## config.mk

```make
export PLATFORM = sky130hd
export DESIGN_NAME = addr_bist
export DESIGN_NICKNAME = d
export VERILOG_FILES = /design/src/rtl/bist_pkg.sv /design/src/rtl/bist_addr_seq.sv /design/src/rtl/bist_fsm.sv /design/src/rtl/addr_bist.sv
export SDC_FILE = /design/constraint.sdc
export NUM_CORES = 1
export LEC_CHECK = 0
export BUFFER_PORTS_ARGS = -buffer_cell sky130_fd_sc_hd__clkbuf_2
export CORE_UTILIZATION = 53
export DETAILED_ROUTE_END_ITERATION = 7
export GPL_ROUTABILITY_DRIVEN = 0
export PLACE_DENSITY = 0.82
export REMOVE_ABC_BUFFERS = 1
export SETUP_SLACK_MARGIN = 0.05
export SYNTH_ARGS = -nofsm -noshare
export SYNTH_HDL_FRONTEND = slang
export SYNTH_HIERARCHICAL = 1
export SYNTH_SLANG_ARGS = --single-unit
```

## constraint.sdc

```tcl
create_clock -name clk -period 2.3 [get_ports clk]
set_input_delay 0.115 -clock clk [delete_from_list [all_inputs] [get_ports clk]]
set_output_delay 0.115 -clock clk [all_outputs]
set_load 0.1 [all_outputs]
```

## src/rtl/bist_pkg.sv

```systemverilog
package bist_pkg;

  typedef enum logic [2:0] {
    ST_IDLE,
    ST_CLEAR,
    ST_CHK_RD,
    ST_CHK_WR,
    ST_LOC_RD,
    ST_LOC_CMP
  } bist_state_e;

  typedef enum logic [1:0] {
    FK_NONE  = 2'd0,
    FK_ASC   = 2'd1,
    FK_DESC  = 2'd2,
    FK_TRANS = 2'd3
  } fault_kind_e;

endpackage

```

## src/rtl/bist_addr_seq.sv

```systemverilog
module bist_addr_seq #(
  parameter int ADDR_W = 4
) (
  input  logic              clk,
  input  logic              rst_n,
  input  logic              restart,
  input  logic              step,
  input  logic              descend,
  output logic [ADDR_W-1:0] cur_addr,
  output logic              last_step
);

  localparam logic [ADDR_W-1:0] LAST_IDX = '1;

  logic [ADDR_W-1:0] idx;

  // Map the walk index to an address in the selected direction.
  function automatic logic [ADDR_W-1:0] seq_addr(input logic [ADDR_W-1:0] i,
                                                 input logic d);
    return d ? (LAST_IDX - i) : i;
  endfunction

  always_ff @(posedge clk or negedge rst_n) begin
    if (!rst_n) begin
      idx <= '0;
    end else if (restart) begin
      idx <= '0;
    end else if (step) begin
      idx <= idx + 1'b1;
    end
  end

  assign cur_addr  = seq_addr(idx, descend);
  assign last_step = (idx == LAST_IDX);

  // a restart always brings the walk back to its first step
  a_r9_restart_first: assert property (@(posedge clk) disable iff (!rst_n)
    restart |=> (idx == '0));

endmodule

```

## src/rtl/bist_fsm.sv

```systemverilog
module bist_fsm
  import bist_pkg::*;
#(
  parameter int ADDR_W = 4,
  parameter int DATA_W = 8
) (
  input  logic              clk,
  input  logic              rst_n,
  input  logic              start,
  input  logic [ADDR_W-1:0] cur_addr,
  input  logic              last_step,
  input  logic [DATA_W-1:0] mem_rdata,
  output logic              seq_restart,
  output logic              seq_step,
  output logic              seq_desc,
  output logic [ADDR_W-1:0] mem_addr,
  output logic              mem_we,
  output logic [DATA_W-1:0] mem_wdata,
  output logic              busy,
  output logic              done,
  output logic              fail,
  output logic [1:0]        fault_kind,
  output logic [ADDR_W-1:0] victim_addr,
  output logic [ADDR_W-1:0] aggressor_addr,
  output logic [DATA_W-1:0] fail_data
);

  localparam logic [DATA_W-1:0] ONES = '1;

  bist_state_e       state;
  logic              desc_q;
  logic              locating;
  logic              have_wr;
  logic [ADDR_W-1:0] last_wr;

  // Named events for the assertions and for readability
  logic ev_found;
  logic ev_victim_hit;
  logic ev_skip;

  function automatic logic is_disturbed(input logic [DATA_W-1:0] d);
    return d != '0;
  endfunction

  assign ev_found      = (state == ST_CHK_WR)  && is_disturbed(mem_rdata);
  assign ev_victim_hit = (state == ST_LOC_CMP) && is_disturbed(mem_rdata);
  assign ev_skip       = (state == ST_LOC_CMP) && !ev_victim_hit &&
                         (cur_addr == victim_addr);
  assign seq_desc      = desc_q;

  always_comb begin
    seq_restart = 1'b0;
    seq_step    = 1'b0;
    mem_addr    = cur_addr;
    mem_we      = 1'b0;
    mem_wdata   = '0;
    unique case (state)
      ST_IDLE: seq_restart = start;
      ST_CLEAR: begin
        mem_we      = 1'b1;
        seq_restart = last_step;
        seq_step    = !last_step;
      end
      ST_CHK_RD: ;
      ST_CHK_WR: begin
        if (ev_found) begin
          seq_restart = 1'b1;
        end else begin
          mem_we      = 1'b1;
          mem_wdata   = ONES;
          seq_restart = last_step;
          seq_step    = !last_step;
        end
      end
      ST_LOC_RD: mem_addr = victim_addr;
      ST_LOC_CMP: begin
        if (!ev_victim_hit) begin
          mem_we    = !ev_skip;
          mem_wdata = ONES;
          seq_step  = !last_step;
        end
      end
      default: ;
    endcase
  end

  always_ff @(posedge clk or negedge rst_n) begin
    if (!rst_n) begin
      state          <= ST_IDLE;
      busy           <= 1'b0;
      done           <= 1'b0;
      fail           <= 1'b0;
      fault_kind     <= FK_NONE;
      victim_addr    <= '0;
      aggressor_addr <= '0;
      fail_data      <= '0;
      desc_q         <= 1'b0;
      locating       <= 1'b0;
      have_wr        <= 1'b0;
      last_wr        <= '0;
    end else begin
      unique case (state)
        ST_IDLE: begin
          if (start) begin
            state          <= ST_CLEAR;
            busy           <= 1'b1;
            done           <= 1'b0;
            fail           <= 1'b0;
            fault_kind     <= FK_NONE;
            victim_addr    <= '0;
            aggressor_addr <= '0;
            fail_data      <= '0;
            desc_q         <= 1'b0;
            locating       <= 1'b0;
            have_wr        <= 1'b0;
            last_wr        <= '0;
          end
        end
        ST_CLEAR: begin
          if (last_step) state <= locating ? ST_LOC_RD : ST_CHK_RD;
        end
        ST_CHK_RD: state <= ST_CHK_WR;
        ST_CHK_WR: begin
          if (ev_found) begin
            victim_addr <= cur_addr;
            fail_data   <= mem_rdata;
            locating    <= 1'b1;
            state       <= ST_CLEAR;
          end else if (last_step) begin
            if (desc_q) begin
              state <= ST_IDLE;
              busy  <= 1'b0;
              done  <= 1'b1;
            end else begin
              desc_q <= 1'b1;
              state  <= ST_CLEAR;
            end
          end else begin
            state <= ST_CHK_RD;
          end
        end
        ST_LOC_RD: state <= ST_LOC_CMP;
        ST_LOC_CMP: begin
          if (ev_victim_hit) begin
            aggressor_addr <= have_wr ? last_wr : victim_addr;
            fault_kind     <= desc_q ? FK_DESC : FK_ASC;
            fail           <= 1'b1;
            state          <= ST_IDLE;
            busy           <= 1'b0;
            done           <= 1'b1;
          end else begin
            if (!ev_skip) begin
              last_wr <= cur_addr;
              have_wr <= 1'b1;
            end
            if (last_step) begin
              fault_kind <= FK_TRANS;
              fail       <= 1'b1;
              state      <= ST_IDLE;
              busy       <= 1'b0;
              done       <= 1'b1;
            end else begin
              state <= ST_LOC_RD;
            end
          end
        end
        default: state <= ST_IDLE;
      endcase
    end
  end

  // the search never writes the victim
  a_r7_no_victim_write: assert property (@(posedge clk) disable iff (!rst_n)
    (state == ST_LOC_CMP && mem_we) |-> (mem_addr != victim_addr));

  // the memory is left alone outside a run
  a_r1_quiet_idle: assert property (@(posedge clk) disable iff (!rst_n)
    !busy |-> !mem_we);

  // results hold until the next start
  a_r10_hold: assert property (@(posedge clk) disable iff (!rst_n)
    (done && !start) |=> (done && $stable(fault_kind) &&
                          $stable(victim_addr) && $stable(aggressor_addr)));

  // a passing finish carries no fault kind
  a_r3_pass_clean: assert property (@(posedge clk) disable iff (!rst_n)
    (done && !fail) |-> (fault_kind == FK_NONE));

  // a compare always follows its read by one cycle
  a_r8_compare_after_read: assert property (@(posedge clk) disable iff (!rst_n)
    (state == ST_CHK_WR) |-> ($past(state) == ST_CHK_RD));

endmodule

```

## src/rtl/addr_bist.sv

```systemverilog
module addr_bist #(
  parameter int ADDR_W = 4,
  parameter int DATA_W = 8
) (
  input  logic              clk,
  input  logic              rst_n,
  input  logic              start,
  output logic              busy,
  output logic              done,
  output logic              fail,
  output logic [1:0]        fault_kind,
  output logic [ADDR_W-1:0] victim_addr,
  output logic [ADDR_W-1:0] aggressor_addr,
  output logic [DATA_W-1:0] fail_data,
  output logic [ADDR_W-1:0] mem_addr,
  output logic              mem_we,
  output logic [DATA_W-1:0] mem_wdata,
  input  logic [DATA_W-1:0] mem_rdata
);

  logic              seq_restart;
  logic              seq_step;
  logic              seq_desc;
  logic [ADDR_W-1:0] cur_addr;
  logic              last_step;

  bist_addr_seq #(.ADDR_W(ADDR_W)) u_seq (
    .clk       (clk),
    .rst_n     (rst_n),
    .restart   (seq_restart),
    .step      (seq_step),
    .descend   (seq_desc),
    .cur_addr  (cur_addr),
    .last_step (last_step)
  );

  bist_fsm #(.ADDR_W(ADDR_W), .DATA_W(DATA_W)) u_fsm (
    .clk            (clk),
    .rst_n          (rst_n),
    .start          (start),
    .cur_addr       (cur_addr),
    .last_step      (last_step),
    .mem_rdata      (mem_rdata),
    .seq_restart    (seq_restart),
    .seq_step       (seq_step),
    .seq_desc       (seq_desc),
    .mem_addr       (mem_addr),
    .mem_we         (mem_we),
    .mem_wdata      (mem_wdata),
    .busy           (busy),
    .done           (done),
    .fail           (fail),
    .fault_kind     (fault_kind),
    .victim_addr    (victim_addr),
    .aggressor_addr (aggressor_addr),
    .fail_data      (fail_data)
  );

endmodule

```

* After elaboration in Yosys (flattened, before gate mapping)
Index checks and enable logic that the tools add are counted.
** Word-level totals
- Bits in registers :: 35
- Input port bits :: 11
- Output and inout bits :: 34
- Logic and storage cells :: 115
** Operators by class
- $add $sub $neg :: 2
- Eq/ne operators :: 17
- Mux-type cells :: 63
- Reductions and logical operators :: 20
** Operators by type and width (number)
- 4-bit 2-to-1 mux :: 10
- 8-bit 2-to-1 mux :: 4
- 8-bit case mux with 2 select lines :: 2
- 4-bit case mux with 2 select lines :: 3
- 1-bit 2-to-1 mux :: 22
- 3-bit 2-to-1 mux :: 6
- 3-bit case mux with 6 select lines :: 1
- 1-bit case mux with 3 select lines :: 5
- 2-bit 2-to-1 mux :: 5
- 2-bit by 1-bit inequality test with 1-bit output, second input constant :: 5
- 3-bit AND reduction :: 3
- 2-bit inequality test, second input constant :: 4
- 1-bit case mux with 2 select lines :: 4
- 4-bit AND reduction :: 2
- 8-bit nonzero test :: 1
- 3-bit by 2-bit == test with 1-bit output, second input constant :: 2
- 3-bit == test, second input constant :: 2
- 6-bit AND reduction :: 1
- 2-bit nonzero test :: 3
- 4-bit by 1-bit adder with 4-bit output, second input constant :: 1
- 4-bit == test :: 1
- 4-bit == test, second input constant :: 1
- 1-bit logical AND :: 4
- 2-bit case mux with 2 select lines :: 1
- 7 further kinds :: 9

* Depth between registers and ports, before layout
Gate-level depths: netlist of run 1.
- Word-level depth :: 8
- Gate-level depth with buffers :: 7
- Gate-level depth less buffers :: 6

* Hierarchy
The synthesis of run 1 kept the hierarchy.
** Modules (own cells, without submodules)
- bist_fsm :: times used 1, cells an instance 175, area each 1635.3 um^2, sequential area each 775.7 um^2
- bist_addr_seq :: times used 1, cells an instance 21, area each 234.0 um^2, sequential area each 100.1 um^2

* Worst setup path before layout of run 1
OpenSTA, ideal clock, no wires.
- Path kind :: register to output
- Start :: register u_fsm.state[1]
- End :: output mem_wdata[1]
- Arrival :: 3.799 ns
- Data required time :: 2.185 ns
- Setup slack :: -1.614 ns
- Cell stages (with the launch flop) :: 6
- Path buffers :: 2
- Cell sequence :: dfrtp_1 > buf_2 > nand2b_1 > nor2b_1 > nor3_1 > buf_4
** Between the ends
- Longest elaborated chain between the ends :: 4
- Elaborated cells between the ends (all ways) :: 7
- Classes of those cells :: eq/ne: 2; mux: 3; reduce/logical: 2
** RTL lines
- from (decl) :: RTL line bist_fsm.sv:30 : bist_state_e state;
- from (signal assigned) :: RTL line bist_fsm.sv:120 : if (last_step) state <= locating ? ST_LOC_RD : ST_CHK_RD;
- 3-bit == test or 3-bit by 2-bit == test with 1-bit output (tied branches) :: RTL line bist_fsm.sv:46, bist_fsm.sv:57, bist_fsm.sv:45
- 1-bit logical AND (on tied branches) :: RTL line bist_fsm.sv:46, bist_fsm.sv:45
- 8-bit 2-to-1 mux (on tied branches) :: RTL line bist_fsm.sv:77, bist_fsm.sv:66
- 8-bit case mux with 2 select lines (*) :: RTL line bist_fsm.sv:57 : unique case (state)
- to (decl) :: RTL line addr_bist.sv:17 : output logic [DATA_W-1:0] mem_wdata,
Mark *: on every way between the ends. The rest lies on a longest branch, timed or not.

* Worst setup path in the final report of run 1
- Start :: register u_fsm.desc_q (netlist: u_fsm/seq_desc)
- End :: output mem_we
** Between the ends
- Longest elaborated chain between the ends :: 6
** RTL lines
- from (decl) :: RTL line bist_fsm.sv:31 : logic desc_q;
- from (signal assigned) :: RTL line bist_fsm.sv:97 : desc_q <= 1'b0;
- from (signal assigned) :: RTL line bist_fsm.sv:113 : desc_q <= 1'b0;
- from (signal assigned) :: RTL line bist_fsm.sv:135 : desc_q <= 1'b1;
- 4-bit 2-to-1 mux :: RTL line bist_addr_seq.sv:20 : return d ? (LAST_IDX - i) : i;
- named net cur_addr[3] :: RTL line addr_bist.sv:24 : logic [ADDR_W-1:0] cur_addr;
- 4-bit == test :: RTL line bist_fsm.sv:48 : (cur_addr == victim_addr);
- 1-bit logical AND :: RTL line bist_fsm.sv:47 : assign ev_skip = (state == ST_LOC_CMP) && !ev_victim_hit &&
- 1-bit zero test :: RTL line bist_fsm.sv:78 : mem_we = !ev_skip;
- 1-bit 2-to-1 mux :: RTL line bist_fsm.sv:77 : if (!ev_victim_hit) begin
- 1-bit case mux with 3 select lines :: RTL line bist_fsm.sv:57
- to (decl) :: RTL line addr_bist.sv:16 : output logic mem_we,
The timed path passes the listed nets, and every way through them passes these cells.

==> results.py, run 1 <==
metrics = {
    "timing": {
        "fin_hold_ws_ps": 16.8,
        "max_clock_freq_mhz": 453,
        "fin_crit_sh": 0.959,
        "setup_viol": 0,
        "skew_ps": 7.49,
        "final-max-slew-violation-count": 0,
        "tightest_slew_ps": 830,
        "hold_viol": 0,
        "tns_ps": 0,
        "max_slew_margin": 0.447,
        "period_needed_ps": 2210,
        "rsz0062_at_grt": "yes",
    },
    "synthesis": {
        "syn-cell-area_mm2": 0.00187,
        "seq_area_frac_synth": 0.469,
        "synthArstFlopShare": 1.00,
        "synth_warnings": 6,
        "synth_cells": 196,
        "ys.flop_type": "dfrtp_1",
        "ys_types": 44,
        "synth-seq-cells": 35,
        "synth_edf_count": 0,
        "synth.avg_cell_area_um2": 9.54,
    },
    "final_layout": {
        "final_cell_mix": "nand2_1, dfrtp_1, clkbuf_2",
        "filler_cell_count": 287,
        "area_growth_pct": 28.0,
        "multi_input_area_um2": 932,
        "diodes": 0,
        "final_nets": 253,
        "final_common_cell": "nand2_1",
        "layout-drive-gt1-share": 0.335,
        "regArea_um2": 878,
    },
    "global_routing": {
        "grt_pass1_vias": 1439,
        "grt_first_pass_wirelength_um": 6400,
        "grt_max_degree": 36,
        "antenna_found_initial": 0,
        "grt_overflow_total": 0,
        "grt_usage": 0.239,
    },
    "floorplanning": {
        "die_h_um": 61.4,
        "pin_count": 45,
        "dieArea_mm2": 0.00377,
        "core_region_area_mm2": 0.00336,
        "die-width_um": 61.4,
        "initial_core_util": 0.556,
        "num_rows": 21,
    },
    "worst_setup_path": {
        "critical_path.max_fanout": 7,
        "worstPathArrival_ps": 2090,
        "worstSetupStartpointType": "flip-flop",
        "end_kind": "output pin",
        "critical_path_class": "flip-flop to output pin",
        "crit_required_ps": 2180,
    },
    "routing": {
        "avgViaCountPerCell": 5.45,
        "dr.pass1.iters": 4,
        "wl_per_cell_um": 14.0,
        "dr.first_iter.drc_count": 111,
        "num_vias": 1570,
        "drc": 0,
        "ant_nets": 0,
        "wl_um": 4040,
    },
    "clock_network": {
        "clock_latency_ps": 350,
        "tritoncts": "done",
        "h-tree-depth": 2,
        "cts.sinks": 35,
        "root_buffer": "clkbuf_4",
        "cts_made_buffers": 5,
        "path_clk_slew_ps": 110,
        "clock_path_buffers": 2,
    },
    "placed_design": {
        "port_buffers": 44,
        "dp_hpwl_um": 2860,
    },
    "run": {
        "drv_cap": 0,
    },
    "min_path": {
        "hold_path.class": "input port to flip-flop",
    },
    "status": {
        "status": "complete, no violations",
    },
}
[per-layer routing]
| metal | GRT usage | wire (um) |
|---|---|---|
| met5 | 0 | 0 |
| met4 | 0.0921 | 67 |
| met3 | 0.0672 | 239 |
| met2 | 0.399 | 1930 |
| met1 | 0.296 | 1810 |
[synth_stat cells, types with 2 or more instances]
master,number,share of area
a211oi_1,2,0.0080
a21o_2,2,0.0094
a21oi_1,3,0.0080
buf_2,6,0.016
buf_4,7,0.028
clkbuf_1,3,0.0060
dfrtp_1,35,0.47
inv_1,8,0.016
mux2i_1,13,0.070
nand2_1,41,0.082
nand3b_1,3,0.012
nand4_1,2,0.0067
nor2_1,12,0.024
nor2b_1,3,0.010
nor4_4,2,0.023
o21ai_0,19,0.051
xor2_1,8,0.037
[cell families after synthesis]
group           share of synthesized area
mux                                0.0776
simple gates                        0.211
buf+inv                            0.0683
compound gates                      0.120
flops                               0.469
xor+xnor                           0.0422
fa+ha+maj                          0.0120
[area by class of cell]
| cell class | instances | area share |
|---|---|---|
| clock inverters | 1 | 0.00209 |
| repair buffers | 55 | 0.186 |
| multi-input cells | 136 | 0.389 |
| inverters | 8 | 0.0125 |
| well taps | 46 | 0.0240 |
| clock buffers | 7 | 0.0188 |
| flip-flops and latches | 35 | 0.367 |
[timing repair]
action,in CTS,in global routing
resized for setup,3,12
hold endpoints to repair,35,0
pin swaps,0,4
setup buffers,0,3
hold buffers,1,0
endpoints found under the setup margin,2,5
[sequential cells by signal, indices dropped and copies added (netlist names), 2 cells and up]
name,count
u_fsm/aggressor_addr,4
u_seq/idx,4
u_fsm/fault_kind,2
u_fsm/state,3
u_fsm/victim_addr,4
u_fsm/fail_data,8
u_fsm/last_wr,4
[final timing paths]
| check | startpoint | end | slack (ps) | cells after the start |
|---|---|---|---|---|
| max | u_fsm/seq_desc | mem_we | 90 | 6 |
| min | mem_rdata[6] | u_fsm/fail_data[6] | 20 | 3 |
| max reg2reg | u_seq/idx[0] | u_fsm/busy | 330 | 6 |
| min reg2reg | u_fsm/done | u_fsm/done | 500 | 1 |
| max in group asynchronous | rst_n | u_fsm/seq_desc | 1340 | 2 |
| min in group asynchronous | rst_n | u_fsm/aggressor_addr[1] | 390 | 2 |
[worst max-delay path, stage by stage, from the launching register on]
cell	delay (ps)
dfrtp_2	520
xor2_1	300
xor2_1	280
nor4_4	70
nor3_4	250
a21o_2	150
buf_12	170
[per-stage QoR]
step           worst slack [ps]  cell area [um2]  cells  utilization
6_report                   93.9             2390    288        0.712
5_1_grt                   -33.4             2390    288        0.712
4_1_cts                    53.0             2310    285        0.686
3_5_place_dp                321             2240    276        0.665
3_3_place_gp                362             2240    276        0.665
2_1_floorplan            -14430             1770    179            -
Power of run 1 is left out: the tool's default activity adds up to more than one toggle a clock period on the data nets, which glitch-free logic cannot reach.
==> inputs of run 2 (changes only) <==
--- a/config.mk
+++ b/config.mk
@@ -5,11 +5,11 @@
 export SDC_FILE = /design/constraint.sdc
 export NUM_CORES = 1
 export LEC_CHECK = 0
-export BUFFER_PORTS_ARGS = -buffer_cell sky130_fd_sc_hd__clkbuf_2
-export CORE_UTILIZATION = 53
+export CORE_UTILIZATION = 56
 export DETAILED_ROUTE_END_ITERATION = 7
+export DONT_BUFFER_PORTS = 1
 export GPL_ROUTABILITY_DRIVEN = 0
-export PLACE_DENSITY = 0.82
+export PLACE_DENSITY = 0.77
 export REMOVE_ABC_BUFFERS = 1
 export SETUP_SLACK_MARGIN = 0.05
 export SYNTH_ARGS = -nofsm -noshare
==> constraint.sdc (replaced) <==
create_clock -name clk -period 1.9 [get_ports clk]
set_input_delay 0.095 -clock clk [delete_from_list [all_inputs] [get_ports clk]]
set_output_delay 0.095 -clock clk [all_outputs]
set_load 0.1 [all_outputs]
==> results.py, run 2 (same netlist as run 1, synthesis figures left out) <==
metrics = {
    "global_routing": {
        "grt_first_pass_wirelength_um": 9650,
        "grt_usage": 0.380,
        "grt_pass1_vias": 1955,
        "antenna_found_initial": 0,
        "grt_overflow_total": 0,
        "grt_max_degree": 36,
    },
    "final_layout": {
        "area_growth_pct": 56.7,
        "fin_cells": 305,
        "layout-drive-gt1-share": 0.444,
        "final_common_cell": "buf_4",
        "largest_register_ff_count": 8,
        "diodes": 0,
        "top_register": "u_fsm/fail_data",
        "post-route-util": 0.944,
        "final_cell_mix": "buf_4, nand2_1, dfrtp_1",
        "final_nets": 272,
    },
    "clock_network": {
        "clock_path_buffers": 2,
        "tritoncts": "done",
        "cts_made_buffers": 5,
        "h-tree-depth": 2,
        "path_clk_slew_ps": 120,
        "clock_latency_ps": 370,
        "cts.sinks": 35,
        "root_buffer": "clkbuf_4",
    },
    "timing": {
        "skew_ps": 18.5,
        "final-max-slew-violation-count": 0,
        "setup_ws_ps": -164,
        "period_needed_ps": 2060,
        "max_clock_freq_mhz": 485,
        "fin_crit_sh": 1.09,
        "rsz0062_at_grt": "yes",
        "hold_viol": 0,
        "setup_viol": 7,
        "max_slew_margin": 0.649,
        "tns_ps": -655,
        "tightest_slew_ps": 522,
    },
    "routing": {
        "ant_nets": 0,
        "num_vias": 2019,
        "dr.first_iter.drc_count": 253,
        "wl_um": 8050,
        "dr.pass1.iters": 5,
        "drc": 0,
        "wl_per_cell_um": 26.4,
        "avgViaCountPerCell": 6.62,
    },
    "floorplanning": {
        "dieArea_mm2": 0.00357,
        "initial_core_util": 0.602,
        "die-width_um": 59.8,
        "die_h_um": 59.8,
        "core_region_area_mm2": 0.00310,
        "num_rows": 20,
        "pin_count": 45,
    },
    "placed_design": {
        "port_buffers": 0,
        "dp_cells": 266,
        "place_ws_ps": -72.2,
        "dp_hpwl_um": 3300,
    },
    "worst_setup_path": {
        "rr_startpoint": "u_seq/idx[1]",
        "r2r-end": "u_fsm/busy",
        "crit_chain": "xor2_2 -> xor2_2 -> nor4_4 -> nor3_4 -> a21o_4",
        "worst-r2r-setup-slack_ps": -160,
        "critical_path.max_fanout": 4,
        "end_kind": "output pin",
        "r2r_cells": 6,
        "crit_required_ps": 1800,
        "cp_common_cell": "xor2_2",
        "worstSetupStartpointType": "flip-flop",
        "critical-path-max-stage-delay_ps": 480,
        "critPathSlowestCell": "dfrtp_2",
        "worstPathArrival_ps": 1970,
        "critical_path_class": "flip-flop to output pin",
    },
    "min_path": {
        "hold_path.class": "input port to asynchronous set/reset pin",
    },
    "status": {
        "status": "complete, but fails checks",
        "violations": "setup timing",
    },
    "run": {
        "drv_cap": 0,
    },
}
-- run 2: cell types whose count changed in the layout (fill, tap and decap cells not counted), sizes merged --
cell / delta
buf: +43
bufinv: +2
clkbuf: -33
clkinv: -1
dlygate4sd3: +8
-- run 2: per-stage QoR --
stage          hold slack [ps]  cell area, um2
2_1_floorplan             -201            1770
3_3_place_gp              -200            2370
3_5_place_dp              -200            2370
4_1_cts                    144            2740
5_1_grt                    171            2930
6_report                   166            2930
-- run 2: worst max path at each step --
stage	start	endpoint	slack, ps	depth (start not counted)
floorplan	u_fsm/state[1]	mem_wdata[0]	-14810	3
global placement	u_fsm/seq_desc	mem_we	10	5
detailed placement	u_fsm/seq_desc	mem_we	-70	5
CTS	u_fsm/seq_desc	mem_we	-130	5
global route	u_seq/idx[1]	u_fsm/busy	-280	6
finish	u_seq/idx[3]	mem_we	-160	5
-- run 2: worst max-delay path: cells and delay by family (launching register included) --
| kind | cells | cell delay [ps] |
|---|---|---|
| flops | 1 | 480 |
| compound gates | 1 | 300 |
| xor+xnor | 2 | 390 |
| simple gates | 2 | 410 |
-- run 2: repair_timing --
action / in CTS / in global routing
setup buffers: 11 / 10
hold endpoints to repair: 43 / 0
pin swaps: 8 / 10
resized for setup: 17 / 26
hold buffers: 10 / 0
setup endpoints to repair: 15 / 24
-- run 2: area by class of cell --
type	instances	area [um2]
multi-input cells	136	1030
clock inverters	2	60.1
well taps	44	55.1
fillers	90	174
clock buffers	6	41.3
inverters	8	30.0
repair buffers	74	830
flip-flops and latches	35	885
-- run 2: routing by layer --
metal  wire length [um]  part of all wire  vias up  track usage
li1                   -                 -      780            -
met1               2830              0.35      971        0.447
met2               3760              0.47      198        0.649
met3                851              0.11       70       0.0779
met4                599             0.074        0        0.199
met5                  0                 0        -            0
Power of run 2 is left out for the same reason.
